<file path="src/rtl/qt_pkg.sv">
package qt_pkg;

    typedef logic [7:0] bcd2_t;

    localparam bcd2_t BCD_ZERO = 8'h00;
    localparam bcd2_t BCD_ONE  = 8'h01;
    localparam bcd2_t BCD_TOP  = 8'h99;

    typedef struct packed {
        bcd2_t ticket;
        bcd2_t served;
        bcd2_t length;
        logic  alarm;
    } qt_state_t;

    function automatic bcd2_t bcd_from_int(input int unsigned n);
        bcd2_t r;
        r[7:4] = 4'((n / 10) % 10);
        r[3:0] = 4'(n % 10);
        return r;
    endfunction

    function automatic bcd2_t bcd_inc(input bcd2_t v);
        bcd2_t r;
        if (v[3:0] == 4'd9) begin
            r[3:0] = 4'd0;
            r[7:4] = (v[7:4] == 4'd9) ? 4'd0 : v[7:4] + 4'd1;
        end else begin
            r[3:0] = v[3:0] + 4'd1;
            r[7:4] = v[7:4];
        end
        return r;
    endfunction

    function automatic bcd2_t bcd_dec(input bcd2_t v);
        bcd2_t r;
        if (v[3:0] == 4'd0) begin
            r[3:0] = 4'd9;
            r[7:4] = v[7:4] - 4'd1;
        end else begin
            r[3:0] = v[3:0] - 4'd1;
            r[7:4] = v[7:4];
        end
        return r;
    endfunction

    // Ticket sequence: 01..99 then back to 01.
    function automatic bcd2_t ticket_next(input bcd2_t v);
        return (v == BCD_TOP) ? BCD_ONE : bcd_inc(v);
    endfunction

endpackage

</file>
<file path="src/rtl/qt_btn_edge.sv">
module qt_btn_edge #(
    parameter int SYNC_STAGES = 2
) (
    input  logic clk,
    input  logic rst_n,
    input  logic btn_async,
    output logic rise_pulse
);
    localparam int LAST = SYNC_STAGES - 1;

    typedef struct packed {
        logic [LAST:0] sync;
        logic          prev;
    } edge_state_t;

    edge_state_t st_d, st_q;

    always_comb begin
        st_d      = st_q;
        st_d.sync = {st_q.sync[LAST-1:0], btn_async};
        st_d.prev = st_q.sync[LAST];
    end

    always_ff @(posedge clk or negedge rst_n) begin
        if (!rst_n) begin
            st_q <= '0;
        end else begin
            st_q <= st_d;
        end
    end

    assign rise_pulse = st_q.sync[LAST] & ~st_q.prev;

endmodule

</file>
<file path="src/rtl/qt_queue_core.sv">
module qt_queue_core
    import qt_pkg::*;
#(
    parameter int LEN_LIMIT = 99
) (
    input  logic  clk,
    input  logic  rst_n,
    input  logic  join_pulse,
    input  logic  done_pulse,
    output bcd2_t ticket,
    output bcd2_t served,
    output bcd2_t length,
    output logic  alarm
);
    localparam bcd2_t LIMIT_BCD = bcd_from_int(LEN_LIMIT);

    qt_state_t st_d, st_q;
    logic done_ok;
    logic join_ok;

    always_comb begin
        st_d    = st_q;
        done_ok = done_pulse && (st_q.length != BCD_ZERO);
        // A completion in the same cycle frees a slot for the join.
        join_ok = join_pulse && ((st_q.length != LIMIT_BCD) || done_ok);

        if (join_ok) begin
            st_d.ticket = ticket_next(st_q.ticket);
        end
        if (done_ok) begin
            st_d.served = ticket_next(st_q.served);
        end

        if (join_ok && !done_ok) begin
            st_d.length = bcd_inc(st_q.length);
        end else if (done_ok && !join_ok) begin
            st_d.length = bcd_dec(st_q.length);
        end

        st_d.alarm = (join_pulse && !join_ok) ||
                     (st_q.alarm && (st_d.length == LIMIT_BCD));
    end

    always_ff @(posedge clk or negedge rst_n) begin
        if (!rst_n) begin
            st_q <= '0;
        end else begin
            st_q <= st_d;
        end
    end

    assign ticket = st_q.ticket;
    assign served = st_q.served;
    assign length = st_q.length;
    assign alarm  = st_q.alarm;

endmodule

</file>
<file path="src/rtl/queue_ticket_ctrl.sv">
module queue_ticket_ctrl #(
    parameter int LEN_LIMIT   = 99,
    parameter int SYNC_STAGES = 2
) (
    input  logic       clk,
    input  logic       rst_n,
    input  logic       join_btn,
    input  logic       done_btn,
    output logic [7:0] ticket_bcd,
    output logic [7:0] served_bcd,
    output logic [7:0] length_bcd,
    output logic       alarm
);
    localparam int N_BTN = 2;

    logic [N_BTN-1:0] btn_raw;
    logic [N_BTN-1:0] btn_rise;

    assign btn_raw = {done_btn, join_btn};

    for (genvar i = 0; i < N_BTN; i++) begin : g_btn
        qt_btn_edge #(
            .SYNC_STAGES(SYNC_STAGES)
        ) u_edge (
            .clk       (clk),
            .rst_n     (rst_n),
            .btn_async (btn_raw[i]),
            .rise_pulse(btn_rise[i])
        );
    end

    qt_queue_core #(
        .LEN_LIMIT(LEN_LIMIT)
    ) u_core (
        .clk       (clk),
        .rst_n     (rst_n),
        .join_pulse(btn_rise[0]),
        .done_pulse(btn_rise[1]),
        .ticket    (ticket_bcd),
        .served    (served_bcd),
        .length    (length_bcd),
        .alarm     (alarm)
    );

endmodule

</file>
<file path="config.mk">
export PLATFORM = sky130hd
export DESIGN_NAME = queue_ticket_ctrl
export DESIGN_NICKNAME = d
export VERILOG_FILES = /design/src/rtl/qt_pkg.sv /design/src/rtl/qt_btn_edge.sv /design/src/rtl/qt_queue_core.sv /design/src/rtl/queue_ticket_ctrl.sv
export SDC_FILE = /design/constraint.sdc
export NUM_CORES = 1
export LEC_CHECK = 0
export BUFFER_PORTS_ARGS = -buffer_cell sky130_fd_sc_hd__buf_2
export CORE_ASPECT_RATIO = 1.1
export CORE_MARGIN = 2
export CORE_UTILIZATION = 50
export CTS_BUF_LIST = sky130_fd_sc_hd__clkbuf_16
export CTS_CLUSTER_SIZE = 8
export DETAILED_ROUTE_END_ITERATION = 16
export GPL_TIMING_DRIVEN = 0
export HOLD_SLACK_MARGIN = 0.06
export PLACE_DENSITY_LB_ADDON = 0.2
export SLEW_MARGIN = 20
export SYNTH_ARGS = -nofsm -noshare
export SYNTH_HDL_FRONTEND = slang
export SYNTH_SLANG_ARGS = --single-unit
</file>
<file path="constraint.sdc">
create_clock -name clk -period 2.55 [get_ports clk]
set_clock_uncertainty 0.2 [all_clocks]
set_input_delay 0.51 -clock clk [delete_from_list [all_inputs] [get_ports clk]]
set_output_delay 0.51 -clock clk [all_outputs]
set_load 0.05 [all_outputs]
</file>
==> impl_metrics.toml, run 1 <==
[timing]
layout_setup_ws_ns = -0.01176
fin_hold_ws_ns = 0.06092
fmax_mhz = 390.4
setup_tns_ns = -0.02239
setup_viol = 2
hold_violations = 0
post-route-min-period_ns = 2.562
rsz0062_at_grt = "yes"
final.period_utilization_pct = 100.5
relSlewSlack_pct = 56.28
maxSlewViolCount = 0
tightest_slew_ns = 0.6557

[routing]
num_vias = 1599
drtAntennaViolNets = 0
drcViolationCount = 0
wl_per_cell_um = 15.06
first_iter_violations = 93
dr.pass1.iters = 4
finalWirelength_um = 4216
vias_per_cell = 5.711

[critical_path]
start_kind = "register"
worstSetupPathType = "register to register"
path_cells = "inv_2 -> ha_4 -> or3b_4 -> o21a_4 -> o21a_1 -> and2_4 -> and3_1 -> mux2_1"
cp.required_ns = 2.51
cp_slowest_cell = "dfrtp_2"
critical-path-max-stage-delay_ns = 0.44
worstPathArrival_ns = 2.52
end_kind = "register"
crit_path_max_fanout = 6

[pwr]
internal-power_mw = 1.463
vdd_drop_max_mv = 0.8102
power_leakage_nw = 1.022
p_sw_mw = 1.368
power_frac_comb_pct = 50.3
p_seq_share_pct = 30.2
power_frac_clock_pct = 19.5
power_mw = 2.831
p_per_area_nw_per_um2 = 1241
switching_share_pct = 48.33

[synth]
synth_ff_type = "dfrtp_1"
synth.avg_cell_area_um2 = 9.613
ys_seq_elements = 31
synth_nets = 196
syn_inst = 183
synth_edf_count = 0
ys_seq_area_share_pct = 44.10
netlist_area_um2 = 1759
yosysUniqueCellTypes = 46
async_reset_ff_share_pct = 100.0
yosys_warnings = 0

[layout]
layout.nets = 244
n_antenna_cell = 0
final_layout_size_suffix_gt1_share_pct = 31.47
area_delta_synth_final_pct = 29.66

[clock_network]
numCtsBuffers = 5
ctsLongestPathBuffers = 2
clk_pin_slew_ns = 0.05
cts_tree = "done"
cts_sinks = 31
clock-root-buffer = "clkbuf_16"
worstSkewPairLatency_ns = 0.27
htree_levels = 2

[floorplanning]
start_util_pct = 52.38
coreArea_um2 = 3358
fp.dieW_um = 60.56
die_area_um2 = 4009
dieHeight_um = 66.21
num_rows = 22
pin_count = 29

[global_routing]
first_global_vias = 1503
grt_pass1_wl_um = 6624
antenna_found_initial = 0
grt-ovfl-total = 0
track_usage_pct = 22.07
grt_start_max_net_pins = 32

[placed_design]
numPortBuffers = 28
routabilityCongestion = 0.8212
dp_hpwl_um = 2707

[job]
maxCapViolCount = 0

[run_status]
status = "finished, violations left"
failed_checks = "setup timing"

[min_path]
hp-class = "primary input to async pin"
==> cell usage in the layout (no fill, tap or decap), types with 2 or more instances in the layout <==
master,instances
nor2b_1,5
a21o_1,4
nand3_1,4
nand2b_1,4
clkbuf_1,3
nor3_1,9
a31oi_1,2
dfrtp_1,25
nor2_1,9
mux2i_1,2
clkbuf_16,5
or3_1,2
dfrtp_2,6
inv_1,12
o21ai_0,6
o21a_1,2
buf_4,13
o31ai_1,4
xnor2_1,4
a21oi_1,7
nand2_1,16
ha_1,8
o21ai_1,7
buf_2,28
nand4_1,3
o211ai_1,3
nor3_2,2
==> final timing paths <==
path	startpoint	to	slack, ns	depth (start not counted)
max in group asynchronous	rst_n	u_core.length[2]$_DFF_PN0_	1.62	1
max	u_core.length[5]$_DFF_PN0_	u_core.ticket[6]$_DFFE_PN0P_	-0.01	8
min reg2reg	g_btn[1].u_edge.st_d[2]$_DFF_PN0_	g_btn[1].u_edge.st_d[0]$_DFF_PN0_	0.15	0
min	rst_n	u_core.length[4]$_DFF_PN0_	0.06	1
max reg2reg	u_core.length[5]$_DFF_PN0_	u_core.ticket[6]$_DFFE_PN0P_	-0.01	8
min in group clk	g_btn[1].u_edge.st_d[2]$_DFF_PN0_	g_btn[1].u_edge.st_d[0]$_DFF_PN0_	0.15	0
==> cell type report <==
| type | instances | area, um^2 |
|---|---|---|
| Timing Repair Buffer | 41 | 237.7 |
| Tap cell | 48 | 60.06 |
| Fill cell | 279 | 1077 |
| Multi-Input combinational cell | 135 | 987.2 |
| Clock inverter | 3 | 12.51 |
| Buffer | 5 | 27.53 |
| Inverter | 12 | 47.55 |
| Clock buffer | 5 | 125.1 |
| Sequential cell | 31 | 783.3 |
==> cells in the mapped netlist (4+ instances only) <==
| library cell | count | area [um^2] |
|---|---|---|
| dfrtp_1 | 31 | 775.7 |
| nand2_1 | 16 | 60.06 |
| inv_1 | 12 | 45.04 |
| nor3_1 | 11 | 55.05 |
| ha_1 | 9 | 112.6 |
| nor2_1 | 9 | 33.78 |
| o21ai_1 | 8 | 40.04 |
| a21oi_1 | 7 | 35.03 |
| nor2b_1 | 6 | 37.54 |
| o21ai_0 | 6 | 30.03 |
| a21o_1 | 4 | 30.03 |
| clkbuf_1 | 4 | 15.01 |
| nand2b_1 | 4 | 25.02 |
| nand3_1 | 4 | 20.02 |
| o31ai_1 | 4 | 30.03 |
| xnor2_1 | 4 | 35.03 |
==> stage by stage <==
step	utilization, %	area [um^2]	instances	worst slack [ns]
after floorplan	-	1789	183	-0.04110
after global placement	59.24	1989	259	-0.07314
after detailed placement	59.24	1989	259	-0.1313
after CTS	64.83	2177	271	-0.03630
after global routing	67.92	2281	280	-0.09423
final	67.92	2281	280	-0.01176
==> per-layer routing <==
layer  track usage, %  wire length [um]  vias up
met3            6.458               240       13
met4            9.239                71        0
li1                 -                 -      769
met5                0                 0        -
met1            26.34              1761      756
met2            36.55              2144       61
==> registers in the layout (all words and copies together) (netlist names) <==
name / flops
g_btn.u_edge.st_d: 4
g_btn.u_edge.st_q: 2
u_core.length: 8
u_core.served: 8
u_core.alarm: 1
u_core.ticket: 8
==> power groups by stage <==
stage / sequential, mW / clock [mW] / combinational, mW
CTS: 0.849 / 0.549 / 1.33
finish: 0.855 / 0.552 / 1.42
floorplan: 1.31 / 0 / 0.526
detailed placement: 0.858 / 0 / 1.29
global placement: 0.836 / 0 / 1.26
global route: 0.880 / 0.582 / 1.53
==> logic make-up (layout without fill, tap and decap cells) <==
| group | after synthesis | after routing | synth area share, % |
|---|---|---|---|
| multiplexers | 4 | 4 | 2.347 |
| AND/OR/NAND/NOR | 69 | 69 | 22.40 |
| flip-flops | 31 | 31 | 44.10 |
| buffers and inverters | 17 | 66 | 3.698 |
| AO/OA/AOI/OAI | 48 | 48 | 18.56 |
| XOR/XNOR | 5 | 5 | 2.489 |
| adder cells (fa/ha/maj) | 9 | 9 | 6.401 |
==> critical path, delay by kind of cell (launching register included) <==
kind | cells | cell delay, ns
buffers and inverters | 1 | 0.12
adders and majority gates | 1 | 0.13
DFF | 1 | 0.44
and+or+nand+nor | 3 | 0.75
AOI/OAI and AO/OA | 2 | 0.50
muxes | 1 | 0.30
==> what timing repair did <==
item,4_1_cts,5_1_grt
pin swaps,2,5
setup endpoints to repair,3,11
gates cloned,0,0
setup buffers,4,9
resized for setup,5,7
hold buffers,0,0
(Power assumes the default switching activity.)
==> inputs of run 2 (changes only) <==
Settings changed: ABC_AREA from default to 1.
==> run 2 against run 1 <==
Effect of this change:
- the run now ends clean
- maximum frequency is 14% higher
- non-clock buffer count fell by 18
- power decreased by 0.18%
- sequential power down 0.7%
- worst setup slack gained 0.32 ns
- first-iteration DRC count shrank 41%
- register-to-register slack improved by 0.32 ns
- utilization shrank 6.9 points
- wire length decreased by 20%
- final cell count is 13% higher
- via count shrank 4.1%
- highest routed layer unchanged
==> impl_metrics.toml, run 2 <==
[run_status]
status = "finished clean"

[pwr]
vdd_drop_max_mv = 0.6191
power_frac_clock_pct = 18.5
power_leakage_nw = 1.198
p_seq_share_pct = 30.1
internal-power_mw = 1.374
p_sw_mw = 1.452
power_mw = 2.826
power_frac_comb_pct = 51.4
p_per_area_nw_per_um2 = 1267
switching_share_pct = 51.38

[routing]
first_iter_violations = 55
vias_per_cell = 4.851
drtAntennaViolNets = 0
wl_per_cell_um = 10.68
drcViolationCount = 0
dr.pass1.iters = 4
num_vias = 1533
finalWirelength_um = 3375

[layout]
area_delta_synth_final_pct = 17.46
utilization_pct = 61.04
n_antenna_cell = 0
instances_no_fill = 316
layout.nets = 280
final_common_cell = "nand2_1"
finalInstanceArea_um2 = 2231
most-common-layout-cells = "nand2_1, inv_1, dfrtp_1, buf_2, nand3_1"
final_layout_size_suffix_gt1_share_pct = 25.19

[timing]
relSlewSlack_pct = 54.22
final.period_utilization_pct = 87.88
fin_hold_ws_ns = 0.08894
rsz0062_at_grt = "no"
fmax_mhz = 446.2
setup_tns_ns = 0
setup_viol = 0
hold_violations = 0
tightest_slew_ns = 0.6867
post-route-min-period_ns = 2.241
layout_setup_ws_ns = 0.3090
maxSlewViolCount = 0

[synth]
ys_seq_elements = 31
synth_top_area_share_pct = 40.84
async_reset_ff_share_pct = 100.0
syn_inst = 232
synth_nets = 245
synth_area_leaders = "dfrtp_1, nand2_1, inv_1, nand3_1, ha_1"
synth.avg_cell_area_um2 = 8.187
synth_common_cells = "nand2_1, inv_1, dfrtp_1"
netlist_area_um2 = 1899
synth_edf_count = 0
yosys.area.top_type = "dfrtp_1"
yosys_warnings = 0
yosysMostFrequentCell = "nand2_1"
synth_ff_type = "dfrtp_1"
ys_seq_area_share_pct = 40.84
yosysUniqueCellTypes = 31

[floorplanning]
fp.dieW_um = 62.77
start_util_pct = 51.97
die_area_um2 = 4308
dieHeight_um = 68.64
pin_count = 29
coreArea_um2 = 3655
num_rows = 23

[clock_network]
numCtsBuffers = 5
cts_sinks = 31
worstSkewPairLatency_ns = 0.27
ctsLongestPathBuffers = 2
cts_resized = 0
clk_pin_slew_ns = 0.05
cts_tree = "done"
htree_levels = 2
clock-root-buffer = "clkbuf_16"
cts_setup_buffers = 0
cts_hold_buf = 0

[placed_design]
postPlaceCellArea_um2 = 2102
routabilityCongestion = 0.8322
place_ws_ns = 0.3415
numPortBuffers = 28
dp_hpwl_um = 2551
place_inst = 310

[global_routing]
first_global_vias = 1410
track_usage_pct = 17.42
antenna_found_initial = 0
grt_start_max_net_pins = 32
grt_pass1_wl_um = 5878
grt-ovfl-total = 0

[critical_path]
crit_path_max_fanout = 10
cp-startpoint = "u_core.length[4]$_DFF_PN0_"
rr_worst_depth = 12
r2r_setup_slack_ns = 0.31
cp.required_ns = 2.51
regToRegEndpoint = "u_core.alarm$_DFF_PN0_"
worstSetupPathType = "register to register"
end_kind = "register"
reg2reg_from = "u_core.length[4]$_DFF_PN0_"
start_kind = "register"
worstPathArrival_ns = 2.20

[min_path]
hp-class = "primary input to async pin"

[job]
maxCapViolCount = 0
==> run 2: power groups by stage <==
| stage | registers, mW | logic (mW) | clock network, mW |
|---|---|---|---|
| 2_1_floorplan | 1.35 | 0.655 | 0 |
| 3_3_place_gp | 0.849 | 1.44 | 0 |
| 3_5_place_dp | 0.855 | 1.46 | 0 |
| 4_1_cts | 0.851 | 1.47 | 0.536 |
| 5_1_grt | 0.883 | 1.59 | 0.556 |
| 6_report | 0.849 | 1.45 | 0.523 |
==> run 2: critical path: stages (launching register included) <==
cell	delay (ns)
dfrtp_1	0.46
inv_1	0.21
ha_1	0.20
inv_1	0.07
nor2_4	0.12
nand2_4	0.07
nand2_4	0.07
nand3_4	0.14
nand2_1	0.12
xor2_1	0.25
nor2_1	0.10
nand3_1	0.07
nand2_1	0.05
==> run 2: worst max-delay path by stage <==
stage	to	slack (ns)	depth (start not counted)
detailed placement	u_core.alarm$_DFF_PN0_	0.34	12
floorplan	u_core.served[6]$_DFFE_PN0P_	0.20	12
CTS	u_core.alarm$_DFF_PN0_	0.33	12
global route	u_core.alarm$_DFF_PN0_	0.15	12
global placement	u_core.alarm$_DFF_PN0_	0.35	12
finish	u_core.alarm$_DFF_PN0_	0.31	12
==> run 2: area by class of cell <==
cell class | instances | area, um^2
clock buffers | 5 | 125.1
inverters | 42 | 162.7
fillers | 350 | 1424
repair buffers | 28 | 140.1
multi-input cells | 159 | 960.9
flip-flops and latches | 31 | 775.7
clock inverters | 1 | 3.754
well taps | 50 | 62.56
==> run 2: kinds of logic (layout without fill, tap and decap cells) <==
kind of cell	Yosys count	in the layout	synth area share, %
compound gates	21	21	6.324
xor+xnor	6	6	3.162
fa+ha+maj	9	9	5.929
buf+inv	42	76	8.564
flops	31	31	40.84
mux	1	1	0.5270
simple gates	122	122	34.65
==> run 2: metal layers <==
metal	wire, um	global-route usage, %	vias to the layer above
met3	145	4.058	7
met4	59	9.444	0
met5	0	0	-
li1	-	-	801
met1	1586	20.37	696
met2	1583	30.38	29
==> inputs of run 3 (changes only) <==
Settings changed: CTS_BUF_LIST sky130_fd_sc_hd__clkbuf_16 to default.
==> run 3 against run 2 <==
Effect of this change:
- wire length down 1.5%
- critical path depth unchanged
- power down 6.9%
- utilization down 1.5 points
- die area unchanged
- first-iteration DRC count up 24%
- largest cell class unchanged
- largest power group unchanged
==> impl_metrics.toml, run 3 (synthesis results as in run 2) <==
[layout]
finalInstanceArea_um2 = 2175
n_antenna_cell = 0
final_layout_size_suffix_gt1_share_pct = 25.19
fillers = 367
most-common-layout-cells = "nand2_1, inv_1, dfrtp_1, buf_2, nand3_1"
multi_input_area_um2 = 960.9
area_delta_synth_final_pct = 14.49
final_common_cell = "nand2_1"
regArea_um2 = 775.7
layout.nets = 280

[clock_network]
cts_sinks = 31
clock-root-buffer = "clkbuf_8"
numCtsBuffers = 5
clk_pin_slew_ns = 0.06
worstSkewPairLatency_ns = 0.27
cts_resized = 0
cts_hold_buf = 0
htree_levels = 2
cts_tree = "done"
cts_setup_buffers = 0
ctsLongestPathBuffers = 2

[critical_path]
cp-startpoint = "u_core.length[4]$_DFF_PN0_"
cp_slowest_cell = "dfrtp_1"
cp_num_buf_inv = 2
worstSetupPathType = "register to register"
start_kind = "register"
worstPathArrival_ns = 2.20
end_kind = "register"
cpLargestDelayFamily = "simple AND/OR/NAND/NOR gates"
reg2reg_from = "u_core.length[4]$_DFF_PN0_"
rr_worst_depth = 12
cp.required_ns = 2.51
critical-path-max-stage-delay_ns = 0.47
cp.depth = 12
path_cells = "inv_1 -> ha_1 -> inv_1 -> nor2_4 -> nand2_4 -> nand2_4 -> nand3_4 -> nand2_1 -> xor2_1 -> nor2_1 -> nand3_1 -> nand2_1"
crit_path_max_fanout = 10

[pwr]
vdd_drop_max_mv = 0.7026
power_mw = 2.632
power_leakage_nw = 1.168
p_per_area_nw_per_um2 = 1210

[global_routing]
antenna_found_initial = 0
track_usage_pct = 16.85
first_global_vias = 1375
grt_start_max_net_pins = 32
grt_pass1_wl_um = 5754
grt-ovfl-total = 0

[placed_design]
numPortBuffers = 28
dp_hpwl_um = 2551
postPlaceCellArea_um2 = 2102
routabilityCongestion = 0.8322

[timing]
final.period_utilization_pct = 87.89
setup_tns_ns = 0
fin_hold_ws_ns = 0.07969
tightest_slew_ns = 0.6810
post-route-min-period_ns = 2.241
relSlewSlack_pct = 54.60
hold_violations = 0
fmax_mhz = 446.2
rsz0062_at_grt = "no"
maxSlewViolCount = 0
setup_viol = 0

[routing]
wl_per_cell_um = 10.53
drcViolationCount = 0
vias_per_cell = 4.832
first_iter_violations = 68
finalWirelength_um = 3326
num_vias = 1527
dr.pass1.iters = 4
drtAntennaViolNets = 0

[min_path]
hp-class = "primary input to async pin"

[floorplanning]
die_area_um2 = 4308
num_rows = 23
dieHeight_um = 68.64
pin_count = 29
start_util_pct = 51.97
fp.dieW_um = 62.77
coreArea_um2 = 3655

[run_status]
status = "finished clean"

[job]
maxCapViolCount = 0
==> run 3: worst register-to-register path, stage by stage, from the launching register on <==
cell and delay, ns:
dfrtp_1 0.47, inv_1 0.20, ha_1 0.20, inv_1 0.07
nor2_4 0.12, nand2_4 0.07, nand2_4 0.08, nand3_4 0.14
nand2_1 0.12, xor2_1 0.25, nor2_1 0.10, nand3_1 0.07
nand2_1 0.05
==> run 3: final timing paths <==
kind / end / slack [ns]
worst min-delay path: u_core.served[1]$_DFFE_PN0P_ / 0.08
worst min register to register: g_btn[0].u_edge.st_d[0]$_DFF_PN0_ / 0.15
worst max register to register: u_core.alarm$_DFF_PN0_ / 0.31
worst max-delay path: u_core.alarm$_DFF_PN0_ / 0.31
max in group asynchronous: u_core.alarm$_DFF_PN0_ / 1.63
min in group clk: g_btn[0].u_edge.st_d[0]$_DFF_PN0_ / 0.15
==> run 3: power breakdown <==
group	switching [mW]	internal [mW]	leakage (nW)
registers	0.200	0.645	0.382
logic	1.07	0.382	0.750
clock network	0.156	0.181	0.0371
==> run 3: final cells by class <==
type	count	share of cell area, %
multi-input cells	159	44.19
flip-flops and latches	31	35.67
inverters	42	7.480
repair buffers	28	6.444
clock buffers	6	3.337
well taps	50	2.877
==> run 3: through the flow <==
step	setup slack, ns	utilization (%)	instances
final	0.3088	59.50	316
after global routing	0.1555	59.50	316
after global placement	0.3514	57.51	310
after CTS	0.3315	59.50	316
after detailed placement	0.3415	57.51	310
after floorplan	0.2044	-	232
==> run 3: routing by layer <==
metal | GRT usage [%] | vias up | share of wire [%]
li1 | - | 802 | -
met1 | 20.29 | 694 | 47
met2 | 30.11 | 27 | 47
met3 | 3.896 | 4 | 4.6
met4 | 6.111 | 0 | 1.2
met5 | 0 | - | 0
